## config.mk

```make
export PLATFORM = sky130hd
export DESIGN_NAME = cs_steal_ctrl
export DESIGN_NICKNAME = d
export VERILOG_FILES = /design/src/rtl/cs_pkg.sv /design/src/rtl/cs_prio_arb.sv /design/src/rtl/cs_cw_update.sv /design/src/rtl/cs_cause_bits.sv /design/src/rtl/cs_steal_ctrl.sv
export SDC_FILE = /design/constraint.sdc
export NUM_CORES = 1
export LEC_CHECK = 0
export BUFFER_PORTS_ARGS = -buffer_cell sky130_fd_sc_hd__buf_4
export CAP_MARGIN = 20
export CORE_MARGIN = 3
export CORE_UTILIZATION = 49
export CTS_BUF_LIST = sky130_fd_sc_hd__clkbuf_4 sky130_fd_sc_hd__clkbuf_8 sky130_fd_sc_hd__clkbuf_16
export CTS_CLUSTER_SIZE = 16
export DETAILED_ROUTE_END_ITERATION = 16
export PLACE_DENSITY = 0.89
export SYNTH_ARGS = -nofsm -noshare
export SYNTH_HDL_FRONTEND = slang
export SYNTH_SLANG_ARGS = --single-unit
```

## constraint.sdc

```tcl
create_clock -name clk -period 2.7 [get_ports clk]
set_input_delay 0.54 -clock clk [delete_from_list [all_inputs] [get_ports clk]]
set_output_delay 0.54 -clock clk [all_outputs]
set_load 0.005 [all_outputs]
```

## src/rtl/cs_pkg.sv

```systemverilog
// Shared types for the cycle-stealing controller.
// Assumes: nothing beyond IEEE 1800-2017.
package cs_pkg;
    typedef enum logic [3:0] {
        ST_IDLE,
        ST_SAVE_A,
        ST_SAVE_B,
        ST_B1,
        ST_B2,
        ST_B3,
        ST_B4,
        ST_REST_A,
        ST_REST_B
    } cs_state_e;
endpackage

```

## src/rtl/cs_prio_arb.sv

```systemverilog
// Fixed-priority picker: the lowest set index wins.
// Assumes: N >= 2; the output is purely combinational.
module cs_prio_arb #(
    parameter int N = 4,
    localparam int IW = (N > 1) ? $clog2(N) : 1
) (
    input  logic [N-1:0]  req,
    output logic [N-1:0]  gnt,
    output logic [IW-1:0] idx,
    output logic          any
);
    // Scan from high to low so that the lowest requester is written last.
    always_comb begin
        gnt = '0;
        idx = '0;
        any = |req;
        for (int i = N - 1; i >= 0; i--) begin
            if (req[i]) begin
                gnt    = '0;
                gnt[i] = 1'b1;
                idx    = IW'(i);
            end
        end
    end
endmodule

```

## src/rtl/cs_cw_update.sv

```systemverilog
// Control word arithmetic: count down (saturating), address up (wrapping).
// Assumes: count in the upper DW-AW bits, address in the lower AW bits.
module cs_cw_update #(
    parameter int DW = 24,
    parameter int AW = 15
) (
    input  logic [DW-1:0] cw,
    output logic [DW-1:0] cw_nxt,
    output logic          last
);
    localparam int CW_W = DW - AW;

    logic [CW_W-1:0] cnt;
    logic [AW-1:0]   adr;

    // Split the word, decide on the stop and build the updated word.
    always_comb begin
        cnt    = cw[DW-1:AW];
        adr    = cw[AW-1:0];
        last   = (cnt <= CW_W'(1));
        cw_nxt = {(cnt == '0) ? cnt : cnt - CW_W'(1), adr + AW'(1)};
    end
endmodule

```

## src/rtl/cs_cause_bits.sv

```systemverilog
// Sticky per-device interrupt cause bits; a set wins over a clear.
// Assumes: done and ack are synchronous single-cycle pulses.
module cs_cause_bits #(
    parameter int N = 4
) (
    input  logic         clk,
    input  logic         rst_n,
    input  logic [N-1:0] done,
    input  logic [N-1:0] ack,
    output logic [N-1:0] cause
);
    for (genvar g = 0; g < N; g++) begin : g_bit
        // Hold, set or clear one cause bit.
        always_ff @(posedge clk) begin
            if (!rst_n)       cause[g] <= 1'b0;
            else if (done[g]) cause[g] <= 1'b1;
            else if (ack[g])  cause[g] <= 1'b0;
        end


        cause_set_chk: assert property (@(posedge clk) disable iff (!rst_n)
            done[g] |=> cause[g]);
    end
endmodule

```

## src/rtl/cs_steal_ctrl.sv

```systemverilog
// Cycle-stealing transfer controller: arbitrates device requests and runs
// four-beat steals on the shared memory port, with breakpoint entry that
// saves and restores two processor registers.
// Assumes: memory read data is combinational on mem_addr; the processor
// keeps reg_a/reg_b stable while cpu_hold is high; a device drops its
// request once it sees its select.
module cs_steal_ctrl #(
    parameter int          N_DEV    = 4,
    parameter int          DW       = 24,
    parameter int          AW       = 15,
    parameter int          CW_BASE  = 16,
    parameter int          SAVE_A   = 9,
    parameter int          SAVE_B   = 10,
    parameter logic [N_DEV-1:0] URG_MASK = 4'b0011
) (
    input  logic             clk,
    input  logic             rst_n,
    input  logic [N_DEV-1:0] dev_req,
    input  logic [N_DEV-1:0] dev_dir,
    input  logic [N_DEV-1:0] dev_done,
    input  logic [N_DEV-1:0] cause_ack,
    input  logic [DW-1:0]    in_data,
    input  logic             instr_end,
    input  logic             brk_pt,
    input  logic [DW-1:0]    reg_a,
    input  logic [DW-1:0]    reg_b,
    output logic [N_DEV-1:0] dev_sel,
    output logic [N_DEV-1:0] dev_stop,
    output logic [N_DEV-1:0] cause,
    output logic [DW-1:0]    out_data,
    output logic             out_valid,
    output logic             cpu_hold,
    output logic             resume,
    output logic [DW-1:0]    rest_a,
    output logic [DW-1:0]    rest_b,
    output logic [AW-1:0]    mem_addr,
    output logic             mem_rd,
    output logic             mem_wr,
    output logic [DW-1:0]    mem_wdata,
    input  logic [DW-1:0]    mem_rdata
);
    import cs_pkg::*;

    localparam int IW = (N_DEV > 1) ? $clog2(N_DEV) : 1;

    cs_state_e        st;
    logic [N_DEV-1:0] gnt_q;
    logic [IW-1:0]    gidx_q;
    logic             in_loop;
    logic [DW-1:0]    cw_new_q;
    logic [AW-1:0]    daddr_q;
    logic [DW-1:0]    data_q;
    logic [AW-1:0]    cw_addr;
    logic             in_steal;

    logic [N_DEV-1:0] all_gnt, urg_gnt;
    logic [IW-1:0]    all_idx, urg_idx;
    logic             all_any, urg_any;
    logic [DW-1:0]    cw_nxt;
    logic             cw_last;

    cs_prio_arb #(.N(N_DEV)) u_arb_all (
        .req(dev_req), .gnt(all_gnt), .idx(all_idx), .any(all_any));

    cs_prio_arb #(.N(N_DEV)) u_arb_urg (
        .req(dev_req & URG_MASK), .gnt(urg_gnt), .idx(urg_idx), .any(urg_any));

    cs_cw_update #(.DW(DW), .AW(AW)) u_cw (
        .cw(mem_rdata), .cw_nxt(cw_nxt), .last(cw_last));

    cs_cause_bits #(.N(N_DEV)) u_cause (
        .clk(clk), .rst_n(rst_n), .done(dev_done), .ack(cause_ack), .cause(cause));

    assign cw_addr  = AW'(CW_BASE) + AW'(gidx_q);
    assign in_steal = (st == ST_B1) || (st == ST_B2) || (st == ST_B3) || (st == ST_B4);
    assign cpu_hold = (st != ST_IDLE);
    assign dev_sel  = in_steal ? gnt_q : '0;
    assign dev_stop = ((st == ST_B1) && cw_last) ? gnt_q : '0;
    assign out_data = data_q;
    assign out_valid = (st == ST_B4) && !dev_dir[gidx_q];

    // Sequence the beats and choose the next steal or the way out.
    always_ff @(posedge clk) begin
        if (!rst_n) begin
            st      <= ST_IDLE;
            gnt_q   <= '0;
            gidx_q  <= '0;
            in_loop <= 1'b0;
            cw_new_q <= '0;
            daddr_q <= '0;
            data_q  <= '0;
            rest_a  <= '0;
            rest_b  <= '0;
            resume  <= 1'b0;
        end else begin
            resume <= 1'b0;
            unique case (st)
                ST_IDLE: begin
                    if (instr_end && all_any) begin
                        st <= ST_B1; gnt_q <= all_gnt; gidx_q <= all_idx; in_loop <= 1'b0;
                    end else if (brk_pt && urg_any) begin
                        st <= ST_SAVE_A; in_loop <= 1'b1;
                    end
                end
                ST_SAVE_A: st <= ST_SAVE_B;
                ST_SAVE_B: begin
                    if (urg_any) begin
                        st <= ST_B1; gnt_q <= urg_gnt; gidx_q <= urg_idx;
                    end else begin
                        st <= ST_REST_A;
                    end
                end
                ST_B1: begin
                    cw_new_q <= cw_nxt;
                    daddr_q  <= mem_rdata[AW-1:0];
                    st       <= ST_B2;
                end
                ST_B2: st <= ST_B3;
                ST_B3: begin
                    data_q <= mem_rdata;
                    st     <= ST_B4;
                end
                ST_B4: begin
                    if (in_loop) begin
                        if (urg_any) begin
                            st <= ST_B1; gnt_q <= urg_gnt; gidx_q <= urg_idx;
                        end else begin
                            st <= ST_REST_A;
                        end
                    end else if (all_any) begin
                        st <= ST_B1; gnt_q <= all_gnt; gidx_q <= all_idx;
                    end else begin
                        st <= ST_IDLE;
                    end
                end
                ST_REST_A: begin
                    rest_a <= mem_rdata;
                    st     <= ST_REST_B;
                end
                ST_REST_B: begin
                    rest_b  <= mem_rdata;
                    resume  <= 1'b1;
                    in_loop <= 1'b0;
                    st      <= ST_IDLE;
                end
                default: st <= ST_IDLE;
            endcase
        end
    end

    // Drive the memory port for the current beat.
    always_comb begin
        mem_addr  = '0;
        mem_rd    = 1'b0;
        mem_wr    = 1'b0;
        mem_wdata = '0;
        unique case (st)
            ST_SAVE_A: begin mem_addr = AW'(SAVE_A); mem_wr = 1'b1; mem_wdata = reg_a; end
            ST_SAVE_B: begin mem_addr = AW'(SAVE_B); mem_wr = 1'b1; mem_wdata = reg_b; end
            ST_B1:     begin mem_addr = cw_addr; mem_rd = 1'b1; end
            ST_B2:     begin mem_addr = cw_addr; mem_wr = 1'b1; mem_wdata = cw_new_q; end
            ST_B3:     begin mem_addr = daddr_q; mem_rd = 1'b1; end
            ST_B4:     begin
                mem_addr  = daddr_q;
                mem_wr    = 1'b1;
                mem_wdata = dev_dir[gidx_q] ? in_data : data_q;
            end
            ST_REST_A: begin mem_addr = AW'(SAVE_A); mem_rd = 1'b1; end
            ST_REST_B: begin mem_addr = AW'(SAVE_B); mem_rd = 1'b1; end
            default: ;
        endcase
    end


    sel_onehot_chk: assert property (@(posedge clk) disable iff (!rst_n)
        $onehot0(dev_sel));


    sel_from_req_chk: assert property (@(posedge clk) disable iff (!rst_n)
        $rose(dev_sel != '0) |-> ((dev_sel & $past(dev_req)) != '0));


    hold_start_chk: assert property (@(posedge clk) disable iff (!rst_n)
        $rose(cpu_hold) |-> ($past(instr_end) || $past(brk_pt)));


    sel_hold_chk: assert property (@(posedge clk) disable iff (!rst_n)
        ((st == ST_B2) || (st == ST_B3) || (st == ST_B4)) |-> (dev_sel == $past(dev_sel)));


    stop_beat_chk: assert property (@(posedge clk) disable iff (!rst_n)
        (dev_stop != '0) |-> ((st == ST_B1) && (dev_stop == dev_sel)));


    loop_urgent_chk: assert property (@(posedge clk) disable iff (!rst_n)
        (in_loop && (dev_sel != '0)) |-> ((dev_sel & ~URG_MASK) == '0));


    port_excl_chk: assert property (@(posedge clk) disable iff (!rst_n)
        !(mem_rd && mem_wr));
endmodule

```

* Word level (Yosys, flattened, before mapping)
Index checks and enable logic that the tools add are counted.
** Operators by class
- Add/sub/neg operators :: 3
- Magnitude comparators :: 2
- Equality and inequality tests :: 11
- Mux-type cells :: 50
- Reductions and logical operators :: 27
** Operators with widths (count)
- $pmux W24 S4 :: 1
- $pmux W15 S4 :: 1
- $mux W4 :: 13
- $pmux W4 S8 :: 1
- $mux W24 :: 1
- $mux W2 :: 11
- $eq A4 B3 Y1 const B :: 4
- $mux W1 :: 16
- $add A15 B1 Y15 const B :: 1
- $pmux W4 S3 :: 1
- $reduce_or A4 Y1 :: 3
- $reduce_bool A2 Y1 :: 5
- $reduce_or A2 Y1 :: 5
- $le A9 B1 Y1 const B :: 1
- $logic_not A9 Y1 :: 1
- $mux W9 :: 1
- $sub A9 B1 Y9 const B :: 1
- $eq A4 B2 Y1 const B :: 2
- $add A5 B2 Y6 const A :: 1
- $ne A3 B3 Y1 const B :: 2
- $pmux W2 S3 :: 1
- $eq A4 B1 Y1 const B :: 1
- $eq A4 B4 Y1 const B :: 1
- $logic_and A1 B1 Y1 :: 4
- other kinds (12) :: 14
** Word-level totals
- Flip-flop bits (word level) :: 127
- Bits of input ports :: 116
- Logic and storage cells :: 107

* Depth between registers and ports, before layout
- Word-level depth :: 7
- Gate-level depth with buffers :: 7

* Modules after synthesis
Synthesis repeated with hierarchy kept, for this count alone.
** Unflattened totals
- Cell total of the unflattened synthesis :: 793
- Area total of the unflattened synthesis :: 6481.2 µm²
** Modules (own cells, without submodules)
- cs_steal_ctrl :: times used 1, cells an instance 696, area an instance 5750.5 µm²
- cs_cw_update :: times used 1, cells an instance 65, area an instance 447.9 µm²
- cs_cause_bits :: times used 1, cells an instance 12, area an instance 165.2 µm²
- cs_prio_arb :: times used 2, cells an instance 10, area an instance 58.8 µm²

* Worst setup path after synthesis
Ideal clock, no wire load.
- Kind :: in2reg
- Start point :: input port mem_rdata[16]
- End point :: register cw_new_q[23]
- Setup time :: 132 ps
- Data arrival time :: 2108 ps
- Required time :: 2568 ps
- Slack :: 460 ps
- Stages on the path :: 7
- Buffers on the path :: 1
- Cells stage by stage :: buf_2 inv_1 ha_1 or4b_1 or4_1 nand3_1 a21oi_1
** Between the ends
- Word-level cells in the longest chain between the ends :: 2
** RTL lines
- start, declared :: RTL line cs_steal_ctrl.sv:40 : input logic [DW-1:0] mem_rdata
- $sub A9 B1 Y9 / $logic_not A9 Y1 (equally long branches) :: RTL line cs_cw_update.sv:21 : cw_nxt = {(cnt == '0) ? cnt : cnt - CW_W'(1), adr + AW'(1)};
- $mux W9 (*) :: RTL line cs_cw_update.sv:21
- end signal, assigned :: RTL line cs_steal_ctrl.sv:114 : cw_new_q <= cw_nxt;
- end, declared :: RTL line cs_steal_ctrl.sv:50 : logic [DW-1:0] cw_new_q;
Mark *: on every way between the ends. The rest lies on a longest branch, timed or not.
A chain may end at the register's enable or synchronous reset.

* Final worst setup path
- Start point :: register st[3]
- End point :: output port mem_wdata[13]
** Between the ends
- Word-level cells in the longest chain between the ends :: 2
** RTL lines
- start, declared :: RTL line cs_steal_ctrl.sv:46 : cs_state_e st;
- start signal, assigned :: RTL line cs_steal_ctrl.sv:85 : st <= ST_IDLE;
- start signal, assigned :: RTL line cs_steal_ctrl.sv:100 : st <= ST_B1; gnt_q <= all_gnt; gidx_q <= all_idx; in_loop <= 1'b0;
- start signal, assigned :: RTL line cs_steal_ctrl.sv:102 : st <= ST_SAVE_A; in_loop <= 1'b1;
- $eq A4 B3 Y1 (tied with other cells) :: RTL line cs_steal_ctrl.sv:157 : unique case (st)
- $pmux W24 S4 (*) :: RTL line cs_steal_ctrl.sv:157
- end, declared :: RTL line cs_steal_ctrl.sv:39 : output logic [DW-1:0] mem_wdata,
Marked as above.

==> impl_metrics.toml <==
[status]
status = "complete, no violations"

[power]
vdd.ir_drop.worst_mv = 0.416
totalPowerFinal_mw = 5.59
p_leak_nw = 3.60
powerDensity_nw_per_um2 = 639

[synthesis]
synth_cells = 781
synth_edf_count = 0
syn_nets = 900
yosysWarnings = 0
async_reset_ff_share_pct = 0
syn_area_per_cell_sq_um = 7.87
netlist_area_sq_um = 6140
synth_area_leader_cell = "dfxtp_1"
synth_top_area_share_pct = 41.4
synth_seq_cells = 127
synth_seq_area_share_pct = 41.4
synth.area.top_cells = "dfxtp_1, nand2_1, a21oi_1, mux2i_1, o21ai_0"
yosys_most_used_dff = "dfxtp_1"
synth_cell_type_count = 61

[timing]
timing.final.crit_period_ns = 2.64
finClkSkew_ns = 0.00394
report.final.hold_viol_count = 0
holdWs_ns = 0.334
finalMaxSlewViolations = 0
fmax_ghz = 0.379
setup_slack_ns = 0.0603
setup_viol = 0
tightest_slew_ns = 0.573
rsz0062_at_grt = "no"
setup-tns-final_ns = 0
period_share_pct = 97.8
relSlewSlack_pct = 61.8

[grt]
grt_max_degree = 58
grt_antenna_before_repair = 0
grt_pass1_wl_mm = 33.4
grt_use_total_pct = 29.5
overflow = 0
grt_pass1_vias = 6527

[setup_path]
path_max_fanout = 24
required_ns = 2.16
worstSetupPathType = "flip-flop to output port"
cp-start-kind = "flip-flop"
endpoint_kind = "output port"
cp.arrival_ns = 2.10

[placement]
place.gp.congestion = 0.934
placed_area_sq_um = 8050
dp.cells = 1150
pre_cts_ws_ns = 0.251
io_buffers = 243
hpwl_mm = 15.2

[clock_tree]
post_cts_buffers = 0
path_clk_slew_ns = 0.06
cts_sinks = 127
cts_tree = "done"
cts_root_buf = "clkbuf_16"
cts-htree-levels = 4
cts_buffer_depth = 2
clkLatencyLatePin_ns = 0.41
numCtsBuffers = 17

[layout]
final_area_sq_um = 8750
diodes = 0
syn_to_final_growth_pct = 42.4
finish.utilization_pct = 72.2
drive_above_1_share_pct = 32.0
final_cells = 1182
nets = 1120

[die]
die_h_um = 118
coreArea_sq_um = 12100
num_io_pins = 244
rows = 40
dieArea_sq_um = 13900
die_w_um = 118
initial_core_util_pct = 50.7

[drt]
vias = 6731
drc = 0
viasPerCell = 5.69
routed_wl_mm = 21.3
drt-initial-drc-count = 582
postRouteAntennaNets = 0
wl_per_cell_um = 18.0
drt_pass1_iterations = 7

[flow_run]
cap_violations = 0

[min_path]
min_path_type = "primary input to flip-flop"
## per-layer routing
layer	wire (um)	track usage (%)	up-vias
li1	-	-	3176
met1	8720	36.8	3174
met2	10000	47.8	337
met3	2000	8.79	44
met4	514	11.6	0
met5	0	0	-
## layout by cell type (no fill, tap or decap), drive strengths merged, types with 10 or more instances in the layout
cell	instances
mux2i	27
nor3	10
a222oi	24
and2	12
buf	267
nor2	36
o21ai	52
nand3	13
nor2b	17
a21oi	108
clkbuf	21
nand2	189
dfxtp	127
## power by group
part | internal, mW | switching (mW)
logic | 0.478 | 0.513
clock network | 1.78 | 0.818
registers | 1.94 | 0.0552
## critical path, cell delays in order (launching register included)
cell and delay, ns:
dfxtp_1 0.41, or2_2 0.19, nor2_2 0.05, buf_4 0.21, a222oi_1 0.51, o21ai_0 0.16, buf_4 0.16
## state kept, by name, summed over array words and instances, names as in the netlist
register,count
cw_new_q,24
daddr_q,15
gidx_q,2
gnt_q,4
in_loop,1
out_data,24
rest_a,24
rest_b,24
resume,1
st,4
u_cause.cause,4
## worst paths after layout
| kind | end | depth (start not counted) | slack, ns | start |
|---|---|---|---|---|
| worst max-delay path | mem_wdata[13] | 6 | 0.06 | st[3] |
| worst min-delay path | u_cause.cause[1] | 3 | 0.33 | dev_done[1] |
| worst max register to register | cw_new_q[17] | 6 | 0.81 | st[0] |
| worst min register to register | daddr_q[9] | 2 | 0.45 | daddr_q[9] |
## area by class of cell
class,instances,area [sq um]
inverters,10,38.8
clock buffers,21,462
well taps,168,210
flip-flops and latches,127,2550
clock inverters,11,211
fillers,981,3360
repair buffers,267,2010
multi-input cells,578,3270
## cell families (layout without fill, tap and decap cells)
logic type               count (synthesis)  after routing  synth area share, %
multiplexers                            29             29                 5.01
AND/OR/NAND/NOR                        313            313                 23.4
flip-flops                             127            127                 41.4
adder cells (fa/ha/maj)                  3              3                0.611
XOR/XNOR                                15             15                 2.14
AO/OA/AOI/OAI                          218            218                 21.8
buffers and inverters                   76            309                 5.70
## cell usage after synthesis (4+ instances only)
| library cell | n |
|---|---|
| nand2_1 | 189 |
| dfxtp_1 | 127 |
| a21oi_1 | 108 |
| o21ai_0 | 50 |
| nor2_1 | 36 |
| clkbuf_1 | 33 |
| mux2i_1 | 27 |
| a222oi_1 | 24 |
| buf_2 | 23 |
| nor2b_1 | 17 |
| nand3_1 | 13 |
| and2_1 | 12 |
| inv_1 | 9 |
| xnor2_1 | 9 |
| a211oi_1 | 8 |
| nor3_1 | 8 |
| a31oi_1 | 7 |
| xor2_1 | 6 |
| nand2b_1 | 5 |
| nand4_1 | 5 |
| nor4_1 | 4 |
## what timing repair did
action                                  in CTS  in global routing
endpoints found under the setup margin       2                 14
resized for setup                            3                  7
hold buffers                                 0                  0
pin swaps                                    1                  2
Power figures use the tool's default switching activity.
